$ cat src/rtl/tapctl_pkg.sv
package tapctl_pkg;

    // Controller states
    typedef enum logic [1:0] {
        WS_IDLE   = 2'd0,
        WS_ACTIVE = 2'd1,
        WS_STORE  = 2'd2
    } wstate_t;

endpackage

$ cat src/rtl/in_sync.sv
module in_sync #(
    parameter int          W       = 3,
    parameter logic [W-1:0] RST_VAL = '0
) (
    input  logic         clk,
    input  logic         rst_n,
    input  logic [W-1:0] d_i,
    output logic [W-1:0] q_o
);

    logic [W-1:0] meta_q;
    logic [W-1:0] stab_q;

    genvar gi;
    generate
        for (gi = 0; gi < W; gi++) begin : g_bit
            always_ff @(posedge clk) begin
                if (!rst_n) begin
                    meta_q[gi] <= RST_VAL[gi];
                    stab_q[gi] <= RST_VAL[gi];
                end else begin
                    meta_q[gi] <= d_i[gi];
                    stab_q[gi] <= meta_q[gi];
                end
            end
        end
    endgenerate

    assign q_o = stab_q;

endmodule

$ cat src/rtl/wiper_fsm.sv
module wiper_fsm
    import tapctl_pkg::*;
#(
    parameter int STORE_CYCLES = 1000
) (
    input  logic clk,
    input  logic rst_n,
    input  logic sel_n_s,
    input  logic dir_s,
    input  logic inc_s,
    output logic step_o,
    output logic up_o,
    output logic commit_o,
    output logic busy_o
);

    localparam int CNT_W = (STORE_CYCLES > 1) ? $clog2(STORE_CYCLES + 1) : 1;
    localparam logic [CNT_W-1:0] CNT_LOAD = CNT_W'(STORE_CYCLES - 1);

    wstate_t          state_q, state_d;
    logic [CNT_W-1:0] store_cnt_q;
    logic             inc_prev_q;
    logic             inc_fall;

    assign inc_fall = inc_prev_q && !inc_s;

    // State register
    always_ff @(posedge clk) begin
        if (!rst_n) begin
            state_q <= WS_IDLE;
        end else begin
            state_q <= state_d;
        end
    end

    // Strobe history and store timer
    always_ff @(posedge clk) begin
        if (!rst_n) begin
            inc_prev_q  <= 1'b1;
            store_cnt_q <= '0;
        end else begin
            inc_prev_q <= inc_s;
            if (commit_o) begin
                store_cnt_q <= CNT_LOAD;
            end else if (state_q == WS_STORE && store_cnt_q != '0) begin
                store_cnt_q <= store_cnt_q - 1'b1;
            end
        end
    end

    // Next state
    always_comb begin
        state_d = state_q;
        unique case (state_q)
            WS_IDLE: begin
                if (!sel_n_s) state_d = WS_ACTIVE;
            end
            WS_ACTIVE: begin
                if (sel_n_s) state_d = inc_s ? WS_STORE : WS_IDLE;
            end
            WS_STORE: begin
                if (store_cnt_q == '0) state_d = WS_IDLE;
            end
            default: state_d = WS_IDLE;
        endcase
    end

    // Outputs
    always_comb begin
        step_o   = 1'b0;
        up_o     = dir_s;
        commit_o = 1'b0;
        busy_o   = 1'b0;
        unique case (state_q)
            WS_IDLE: ;
            WS_ACTIVE: begin
                step_o   = !sel_n_s && inc_fall;
                commit_o = sel_n_s && inc_s;
            end
            WS_STORE: begin
                busy_o = 1'b1;
            end
            default: ;
        endcase
    end


    deselect_no_step_chk: assert property (@(posedge clk) disable iff (!rst_n)
        sel_n_s |-> !step_o);


    commit_busy_chk: assert property (@(posedge clk) disable iff (!rst_n)
        commit_o |=> busy_o);


    busy_ignores_chk: assert property (@(posedge clk) disable iff (!rst_n)
        busy_o |-> (!step_o && !commit_o));


    store_len_chk: assert property (@(posedge clk) disable iff (!rst_n)
        (busy_o && store_cnt_q != '0) |=> busy_o);

endmodule

$ cat src/rtl/wiper_counter.sv
module wiper_counter #(
    parameter int TAPS = 32,
    parameter int POS_W = $clog2(TAPS)
) (
    input  logic             clk,
    input  logic             rst_n,
    input  logic [POS_W-1:0] load_val_i,
    input  logic             step_i,
    input  logic             up_i,
    output logic [POS_W-1:0] pos_o
);

    localparam logic [POS_W-1:0] MAX_POS = POS_W'(TAPS - 1);

    logic [POS_W-1:0] pos_q;

    always_ff @(posedge clk) begin
        if (!rst_n) begin
            pos_q <= load_val_i;
        end else if (step_i) begin
            if (up_i && pos_q != MAX_POS) begin
                pos_q <= pos_q + 1'b1;
            end else if (!up_i && pos_q != '0) begin
                pos_q <= pos_q - 1'b1;
            end
        end
    end

    assign pos_o = pos_q;


    top_sat_chk: assert property (@(posedge clk) disable iff (!rst_n)
        (step_i && up_i && pos_q == MAX_POS) |=> pos_q == MAX_POS);


    bottom_sat_chk: assert property (@(posedge clk) disable iff (!rst_n)
        (step_i && !up_i && pos_q == '0) |=> pos_q == '0);


    step_up_chk: assert property (@(posedge clk) disable iff (!rst_n)
        (step_i && up_i && pos_q != MAX_POS) |=> pos_q == $past(pos_q) + 1'b1);


    hold_chk: assert property (@(posedge clk) disable iff (!rst_n)
        !step_i |=> $stable(pos_q));

endmodule

$ cat src/rtl/tap_overlap_decoder.sv
module tap_overlap_decoder #(
    parameter int TAPS = 32,
    parameter int POS_W = $clog2(TAPS),
    parameter int OVERLAP_CYCLES = 4
) (
    input  logic             clk,
    input  logic             rst_n,
    input  logic [POS_W-1:0] pos_i,
    output logic [TAPS-1:0]  tap_en_o
);

    localparam int OV_W = (OVERLAP_CYCLES > 1) ? $clog2(OVERLAP_CYCLES) : 1;
    localparam logic [OV_W-1:0] OV_LOAD = OV_W'(OVERLAP_CYCLES - 1);

    logic [POS_W-1:0] last_q;
    logic [POS_W-1:0] hold_q;
    logic [OV_W-1:0]  ovl_cnt_q;

    function automatic logic [TAPS-1:0] onehot(input logic [POS_W-1:0] p);
        logic [TAPS-1:0] v;
        v    = '0;
        v[p] = 1'b1;
        return v;
    endfunction

    always_ff @(posedge clk) begin
        if (!rst_n) begin
            last_q    <= pos_i;
            hold_q    <= pos_i;
            ovl_cnt_q <= '0;
        end else begin
            last_q <= pos_i;
            if (pos_i != last_q) begin
                hold_q    <= last_q;
                ovl_cnt_q <= OV_LOAD;
            end else if (ovl_cnt_q != '0) begin
                ovl_cnt_q <= ovl_cnt_q - 1'b1;
            end
        end
    end

    always_comb begin
        tap_en_o = onehot(pos_i) | onehot(last_q);
        if (ovl_cnt_q != '0) begin
            tap_en_o = tap_en_o | onehot(hold_q);
        end
    end


    make_before_break_chk: assert property (@(posedge clk) disable iff (!rst_n)
        (pos_i != $past(pos_i)) |-> tap_en_o[$past(pos_i)]);


    steady_onehot_chk: assert property (@(posedge clk) disable iff (!rst_n)
        (ovl_cnt_q == '0 && pos_i == last_q) |-> ($countones(tap_en_o) == 1 && tap_en_o[pos_i]));

endmodule

$ cat src/rtl/dcp_wiper_ctrl.sv
module dcp_wiper_ctrl #(
    parameter int TAPS           = 32,
    parameter int DEFAULT_POS    = 16,
    parameter int STORE_CYCLES   = 1000,
    parameter int OVERLAP_CYCLES = 4
) (
    input  logic                    clk,
    input  logic                    rst_n,
    input  logic                    sel_n_i,
    input  logic                    dir_i,
    input  logic                    inc_i,
    output logic [$clog2(TAPS)-1:0] wiper_o,
    output logic [TAPS-1:0]         tap_en_o,
    output logic                    busy_o
);

    localparam int POS_W = $clog2(TAPS);

    logic [2:0]       raw_in;
    logic [2:0]       syn_in;
    logic             step;
    logic             step_up;
    logic             commit;
    logic [POS_W-1:0] pos;

    // Modelled non-volatile register: no reset, initial default
    logic [POS_W-1:0] nv_q = POS_W'(DEFAULT_POS);

    assign raw_in = {sel_n_i, inc_i, dir_i};

    in_sync #(
        .W       (3),
        .RST_VAL (3'b110)
    ) u_sync (
        .clk   (clk),
        .rst_n (rst_n),
        .d_i   (raw_in),
        .q_o   (syn_in)
    );

    wiper_fsm #(
        .STORE_CYCLES (STORE_CYCLES)
    ) u_fsm (
        .clk      (clk),
        .rst_n    (rst_n),
        .sel_n_s  (syn_in[2]),
        .dir_s    (syn_in[0]),
        .inc_s    (syn_in[1]),
        .step_o   (step),
        .up_o     (step_up),
        .commit_o (commit),
        .busy_o   (busy_o)
    );

    wiper_counter #(
        .TAPS  (TAPS),
        .POS_W (POS_W)
    ) u_cnt (
        .clk        (clk),
        .rst_n      (rst_n),
        .load_val_i (nv_q),
        .step_i     (step),
        .up_i       (step_up),
        .pos_o      (pos)
    );

    always_ff @(posedge clk) begin
        if (commit) begin
            nv_q <= pos;
        end
    end

    tap_overlap_decoder #(
        .TAPS           (TAPS),
        .POS_W          (POS_W),
        .OVERLAP_CYCLES (OVERLAP_CYCLES)
    ) u_dec (
        .clk      (clk),
        .rst_n    (rst_n),
        .pos_i    (pos),
        .tap_en_o (tap_en_o)
    );

    assign wiper_o = pos;


    commit_value_chk: assert property (@(posedge clk) disable iff (!rst_n)
        commit |=> nv_q == $past(pos));


    nv_hold_chk: assert property (@(posedge clk) disable iff (!rst_n)
        !commit |=> $stable(nv_q));

endmodule

$ cat config.mk
export PLATFORM = sky130hd
export DESIGN_NAME = dcp_wiper_ctrl
export DESIGN_NICKNAME = d
export VERILOG_FILES = /design/src/rtl/tapctl_pkg.sv /design/src/rtl/in_sync.sv /design/src/rtl/wiper_fsm.sv /design/src/rtl/wiper_counter.sv /design/src/rtl/tap_overlap_decoder.sv /design/src/rtl/dcp_wiper_ctrl.sv
export SDC_FILE = /design/constraint.sdc
export NUM_CORES = 1
export LEC_CHECK = 0
export ABC_AREA = 1
export BUFFER_PORTS_ARGS = -buffer_cell sky130_fd_sc_hd__clkbuf_2
export CAP_MARGIN = 20
export CORE_ASPECT_RATIO = 1.25
export CORE_MARGIN = 2
export CORE_UTILIZATION = 34
export DETAILED_ROUTE_END_ITERATION = 16
export GPL_TIMING_DRIVEN = 0
export PLACE_DENSITY = 0.52
export SYNTH_ARGS = -nofsm -noshare
export SYNTH_HDL_FRONTEND = slang
export SYNTH_SLANG_ARGS = --single-unit
$ cat constraint.sdc
create_clock -name clk -period 2.3 [get_ports clk]
set_input_delay 0.46 -clock clk [delete_from_list [all_inputs] [get_ports clk]]
set_output_delay 0.46 -clock clk [all_outputs]
set_load 0.02 [all_outputs]
==> flow_metrics.env, run 1 <==
export IMPL_num_vias=2850
export IMPL_run_status="finished, final reports clean"
export IMPL_wl_met1_um=3490
export IMPL_synthArstFlopShare_pct=0
export IMPL_relSlewSlack_pct=55.3
export IMPL_ant_nets=0
export IMPL_synth_top_cell_area_share_pct=20.3
export IMPL_cp_endpoint="tap_en_o[10]"
export IMPL_grt_first_pass_wirelength_um=12600
export IMPL_crit_path_max_fanout=8
export IMPL_cp_required_ps=1840
export IMPL_r2r_setup_slack_ps=160
export IMPL_fin_util_pct=45.4
export IMPL_routedWlPerCell_um=13.5
export IMPL_fillers=835
export IMPL_num_io_pins=43
export IMPL_hold_class="in -> reg"
export IMPL_worstSetupPathType="reg -> out"
export IMPL_clock_sinks=41
export IMPL_ff2ff_path_depth=16
export IMPL_grt_max_degree=13
export IMPL_wl_met2_um=3950
export IMPL_hpwl_um=5730
export IMPL_final_cells=583
export IMPL_final_nets=499
export IMPL_layout_drive_gt1_share_pct=25.6
export IMPL_cts_max_level=2
export IMPL_dieArea_um2=8790
export IMPL_fp_dieH_um=104
export IMPL_ys_warn_count=0
export IMPL_final_cell_mix="148 x nand2_1, 56 x nand3_1, 45 x inv_1, 42 x clkbuf_2, 26 x dfxtp_1"
export IMPL_path_clk_slew_ps=70
export IMPL_clockRootBuffer="clkbuf_8"
export IMPL_area_growth_pct=29.3
export IMPL_critPathLaunch="u_dec.last_q[1]"
export IMPL_gp_congestion=0.827
export IMPL_clock_latency_ps=300
export IMPL_drc=0
export IMPL_grt_ovfl_total=0
export IMPL_yosys_area_top_type="nand2_1"
export IMPL_ctsHoldBuffers=0
export IMPL_start_kind="flop"
export IMPL_p_leak_nw=1.69
export IMPL_grt_pass1_vias=2514
export IMPL_synthDistinctLibCells=33
export IMPL_synth_area_leaders="nand2_1 20%, dfxtp_1 19%, edfxtp_1 16%"
export IMPL_mostFrequentLayoutCell="nand2_1"
export IMPL_syn_area_per_cell_um2=6.61
export IMPL_dr_wl_met3_um=274
export IMPL_placed_area_um2=3070
export IMPL_maxCapViolCount=0
export IMPL_hold_slack_ps=350
export IMPL_syn_inst=414
export IMPL_fin_area_um2=3540
export IMPL_ys_flop_type="dfxtp_1"
export IMPL_synth_edf_count=15
export IMPL_core_area_um2=7790
export IMPL_diodes=0
export IMPL_finalHoldViolCount=0
export IMPL_std_cell_rows=36
export IMPL_fmax_ghz=0.453
export IMPL_tritoncts="yes"
export IMPL_port_buffers=42
export IMPL_wl_um=7900
export IMPL_place_inst=551
export IMPL_cts_buffers=5
export IMPL_tightest_slew_ps=668
export IMPL_drtIter0Drc=124
export IMPL_highest_layer="met4"
export IMPL_syn_nets=426
export IMPL_ys_seq_elements=41
export IMPL_viasPerCell=4.89
export IMPL_grt_usage_pct=17.7
export IMPL_report_final_slew_viol_count=0
export IMPL_r2r_start="u_cnt.pos_o[2]"
export IMPL_die_w_um=84.3
export IMPL_preCtsSetupSlack_ps=-228
export IMPL_powerDensity_nw_per_um2=564
export IMPL_end_kind="output pin"
export IMPL_vdd_drop_max_uv=411
export IMPL_fin_ws_ps=94.2
export IMPL_detail_route_first_pass_iterations=4
export IMPL_period_needed_ps=2210
export IMPL_worstPathArrival_ps=1750
export IMPL_r2r_end="u_cnt.pos_o[4]"
export IMPL_skew_ps=12.5
export IMPL_synth_area_um2=2740
export IMPL_setup_viol=0
export IMPL_antenna_found_initial=0
export IMPL_clockBufferDepth=2
export IMPL_yosysSeqAreaShare_pct=35.5
export IMPL_start_util_pct=35.1
export IMPL_post_route_period_util_pct=95.9
-- critical path, stage by stage, from the launching register on --
cell and delay [ps]:
dfxtp_1 440, inv_1 70, nor2_1 520, nand2_1 120
nand3_1 130, clkbuf_2 170
-- state kept, by name, summed over array words and instances (netlist names) --
name and cells:
nv_q 5, u_cnt.pos_o 5, u_dec.hold_q 5, u_dec.last_q 5
u_dec.ovl_cnt_q 2, u_fsm.inc_prev_q 1, u_fsm.state_q 2, u_fsm.store_cnt_q 10
u_sync.meta_q 3, u_sync.q_o 3
-- cell usage after synthesis, drive strengths merged (2+ instances only) --
cell type / count
xor2: 5
dfxtp: 26
a21boi: 2
ha: 6
o21ai: 11
inv: 51
a21oi: 8
nand2: 153
nand3: 56
buf: 7
edfxtp: 15
or2: 4
xnor2: 2
nor2: 27
nand4: 5
nor3: 29
-- stage by stage --
| step | total power (W) | setup TNS, ps |
|---|---|---|
| detailed placement | 0.00141 | -1650 |
| CTS | 0.00193 | -2070 |
| global placement | 0.00140 | -1130 |
| finish | 0.00200 | 0 |
| global route | 0.00211 | -4.24 |
| floorplan | 0.00125 | 0 |
-- timing repair --
item / CTS / global route
setup endpoints to repair: 33 / 33
gates resized for setup: 9 / 25
pin swaps: 1 / 6
setup buffers: 11 / 13
-- layout make-up --
| cell class | count | area, um^2 | share of cell area (%) |
|---|---|---|---|
| timing repair buffer | 66 | 440 | 12.4 |
| tap | 95 | 119 | 3.36 |
| inverter | 52 | 208 | 5.87 |
| sequential | 41 | 971 | 27.4 |
| multi-input combinational | 313 | 1660 | 46.8 |
| buffer | 8 | 53.8 | 1.52 |
| clock buffer | 8 | 90.1 | 2.55 |
-- power breakdown --
part / leakage, nW / internal [W] / total (W) / switching, W
clock network: 0.0455 / 0.000245 / 0.000478 / 0.000234
logic: 1.28 / 0.000239 / 0.000667 / 0.000428
registers: 0.363 / 0.000803 / 0.000850 / 0.0000470
total: 1.69 / 0.00129 / 0.00200 / 0.000708
-- kinds of logic (layout without fill, tap and decap cells) --
group,after synthesis,after routing,synth area share (%)
mux,1,1,0.411
compound gates,23,23,4.52
buf+inv,60,134,9.00
fa+ha+maj,7,7,3.47
simple gates,275,275,44.9
xor+xnor,7,7,2.24
flops,41,41,35.5
-- layer usage --
layer	GRT usage [%]	vias to the layer above
li1	-	1486
met1	22.7	1280
met2	30.0	70
met3	2.14	14
met4	6.80	0
met5	0	-
-- how the worst min path moves through the flow --
stage,cells after the start,from,end
after floorplan,2,u_sync.meta_q[0],u_sync.q_o[0]
after global placement,2,u_sync.meta_q[0],u_sync.q_o[0]
after detailed placement,2,u_sync.meta_q[0],u_sync.q_o[0]
after CTS,2,sel_n_i,u_sync.meta_q[2]
after global routing,2,sel_n_i,u_sync.meta_q[2]
final,2,sel_n_i,u_sync.meta_q[2]
Power figures use the tool's default switching activity.
==> inputs of run 2 (changes only) <==
--- a/config.mk
+++ b/config.mk
@@ -9,7 +9,7 @@
 export BUFFER_PORTS_ARGS = -buffer_cell sky130_fd_sc_hd__clkbuf_2
 export CAP_MARGIN = 20
 export CORE_ASPECT_RATIO = 1.25
-export CORE_MARGIN = 2
+export CORE_MARGIN = 8
 export CORE_UTILIZATION = 34
 export DETAILED_ROUTE_END_ITERATION = 16
 export GPL_TIMING_DRIVEN = 0
==> flow_metrics.env, run 2 (same netlist as run 1, synthesis figures left out) <==
export IMPL_path_clk_slew_ps=80
export IMPL_regArea_um2=971
export IMPL_cp_required_ps=1840
export IMPL_drc=0
export IMPL_cts_max_level=2
export IMPL_vdd_drop_max_uv=484
export IMPL_skew_ps=5.00
export IMPL_post_route_period_util_pct=97.7
export IMPL_end_kind="output pin"
export IMPL_detail_route_first_pass_iterations=4
export IMPL_diodes=0
export IMPL_period_needed_ps=2250
export IMPL_fp_dieH_um=116
export IMPL_tritoncts="yes"
export IMPL_gp_congestion=0.883
export IMPL_num_vias=2819
export IMPL_hold_start="dir_i"
export IMPL_die_w_um=96.3
export IMPL_routedWlPerCell_um=13.9
export IMPL_grt_max_degree=13
export IMPL_drtIter0Drc=107
export IMPL_mostFrequentLayoutCell="nand2_1"
export IMPL_start_util_pct=35.1
export IMPL_antenna_found_initial=0
export IMPL_layout_drive_gt1_share_pct=22.9
export IMPL_final_setup_tns_ps=0
export IMPL_clockRootBuffer="clkbuf_8"
export IMPL_worstSetupPathType="reg -> out"
export IMPL_hold_slack_ps=346
export IMPL_finalHoldViolCount=0
export IMPL_preCtsSetupSlack_ps=-211
export IMPL_setup_viol=0
export IMPL_powerDensity_nw_per_um2=575
export IMPL_critPathLaunch="u_cnt.pos_o[4]"
export IMPL_grt_ovfl_total=0
export IMPL_ctsHoldBuffers=0
export IMPL_fin_ws_ps=53.2
export IMPL_clockBufferDepth=2
export IMPL_regMostFlops="u_fsm.store_cnt_q"
export IMPL_largest_reg_flops=10
export IMPL_core_area_um2=7790
export IMPL_r2r_setup_slack_ps=130
export IMPL_num_io_pins=43
export IMPL_run_status="finished, final reports clean"
export IMPL_hpwl_um=5860
export IMPL_final_nets=491
export IMPL_final_cell_mix="148 x nand2_1, 56 x nand3_1, 45 x inv_1, 42 x clkbuf_2, 26 x dfxtp_1"
export IMPL_finalPower_w=0.00195
export IMPL_ant_nets=0
export IMPL_clock_latency_ps=290
export IMPL_wl_um=7990
export IMPL_crit_path_top_delay_cell="nor3_1"
export IMPL_hold_class="in -> reg"
export IMPL_fmax_ghz=0.445
export IMPL_tightest_slew_ps=705
export IMPL_grt_usage_pct=14.6
export IMPL_start_kind="flop"
export IMPL_fin_util_pct=43.6
export IMPL_grt_pass1_vias=2617
export IMPL_area_growth_pct=24.0
export IMPL_worstPathArrival_ps=1790
export IMPL_slowest_delay_ps=520
export IMPL_rsz0062_at_grt="true"
export IMPL_dieArea_um2=11200
export IMPL_r2r_start="u_cnt.pos_o[1]"
export IMPL_relSlewSlack_pct=52.8
export IMPL_report_final_slew_viol_count=0
export IMPL_fillers=846
export IMPL_std_cell_rows=36
export IMPL_viasPerCell=4.90
export IMPL_crit_path_max_fanout=6
export IMPL_clock_sinks=41
export IMPL_cts_buffers=5
export IMPL_p_leak_nw=1.63
export IMPL_grt_first_pass_wirelength_um=12800
export IMPL_port_buffers=42
export IMPL_maxCapViolCount=0
export IMPL_cp_cell_sequence="buf_6 > nor3_1 > nand2_1 > nand3_1 > clkbuf_2"
export IMPL_multiInputGateArea_um2=1610
==> run 2: worst max-delay path, delay by kind of cell, from the launching register on <==
family        cells  cell delay, ps
flops             1             410
buf+inv           2             340
simple gates      3             740
==> run 2: stage by stage <==
stage / cell area (um^2) / cells
after CTS: 3300 / 568
after floorplan: 2740 / 414
final: 3390 / 575
after detailed placement: 3070 / 551
after global placement: 3070 / 551
after global routing: 3390 / 575
==> run 2: final timing paths <==
check / to / cells after the start
max reg2reg: u_cnt.pos_o[4] / 14
min reg2reg: u_sync.q_o[2] / 1
max: tap_en_o[12] / 5
min: u_sync.meta_q[0] / 3
==> run 2: per-layer routing <==
metal / global-route usage (%) / up-vias / share of wire [%] / wire length [um]
li1: - / 1462 / - / -
met1: 18.1 / 1264 / 44 / 3530
met2: 24.2 / 78 / 48 / 3860
met3: 2.51 / 15 / 5.4 / 431
met4: 6.27 / 0 / 2.1 / 167
met5: 0 / - / 0 / 0
==> run 2: final cells by class <==
class / count / area share (%)
multi-input combinational: 313 / 47.4
tap: 95 / 3.50
sequential: 41 / 28.6
clock buffer: 6 / 2.43
inverter: 52 / 6.08
clock inverter: 2 / 0.258
buffer: 8 / 1.58
timing repair buffer: 58 / 10.1
==> run 2: repair_timing <==
| item | in CTS | in global routing |
|---|---|---|
| hold endpoints to repair | 0 | 0 |
| gates resized for setup | 15 | 8 |
| pin swaps | 3 | 3 |
| setup endpoints to repair | 33 | 26 |
| buffers inserted | 9 | 7 |
==> run 2: power by group <==
| group | total (W) | switching [W] | internal, W |
|---|---|---|---|
| Sequential | 0.000850 | 0.0000470 | 0.000803 |
| Combinational | 0.000618 | 0.000409 | 0.000208 |
| Clock | 0.000486 | 0.000248 | 0.000238 |
| Total | 0.00195 | 0.000704 | 0.00125 |
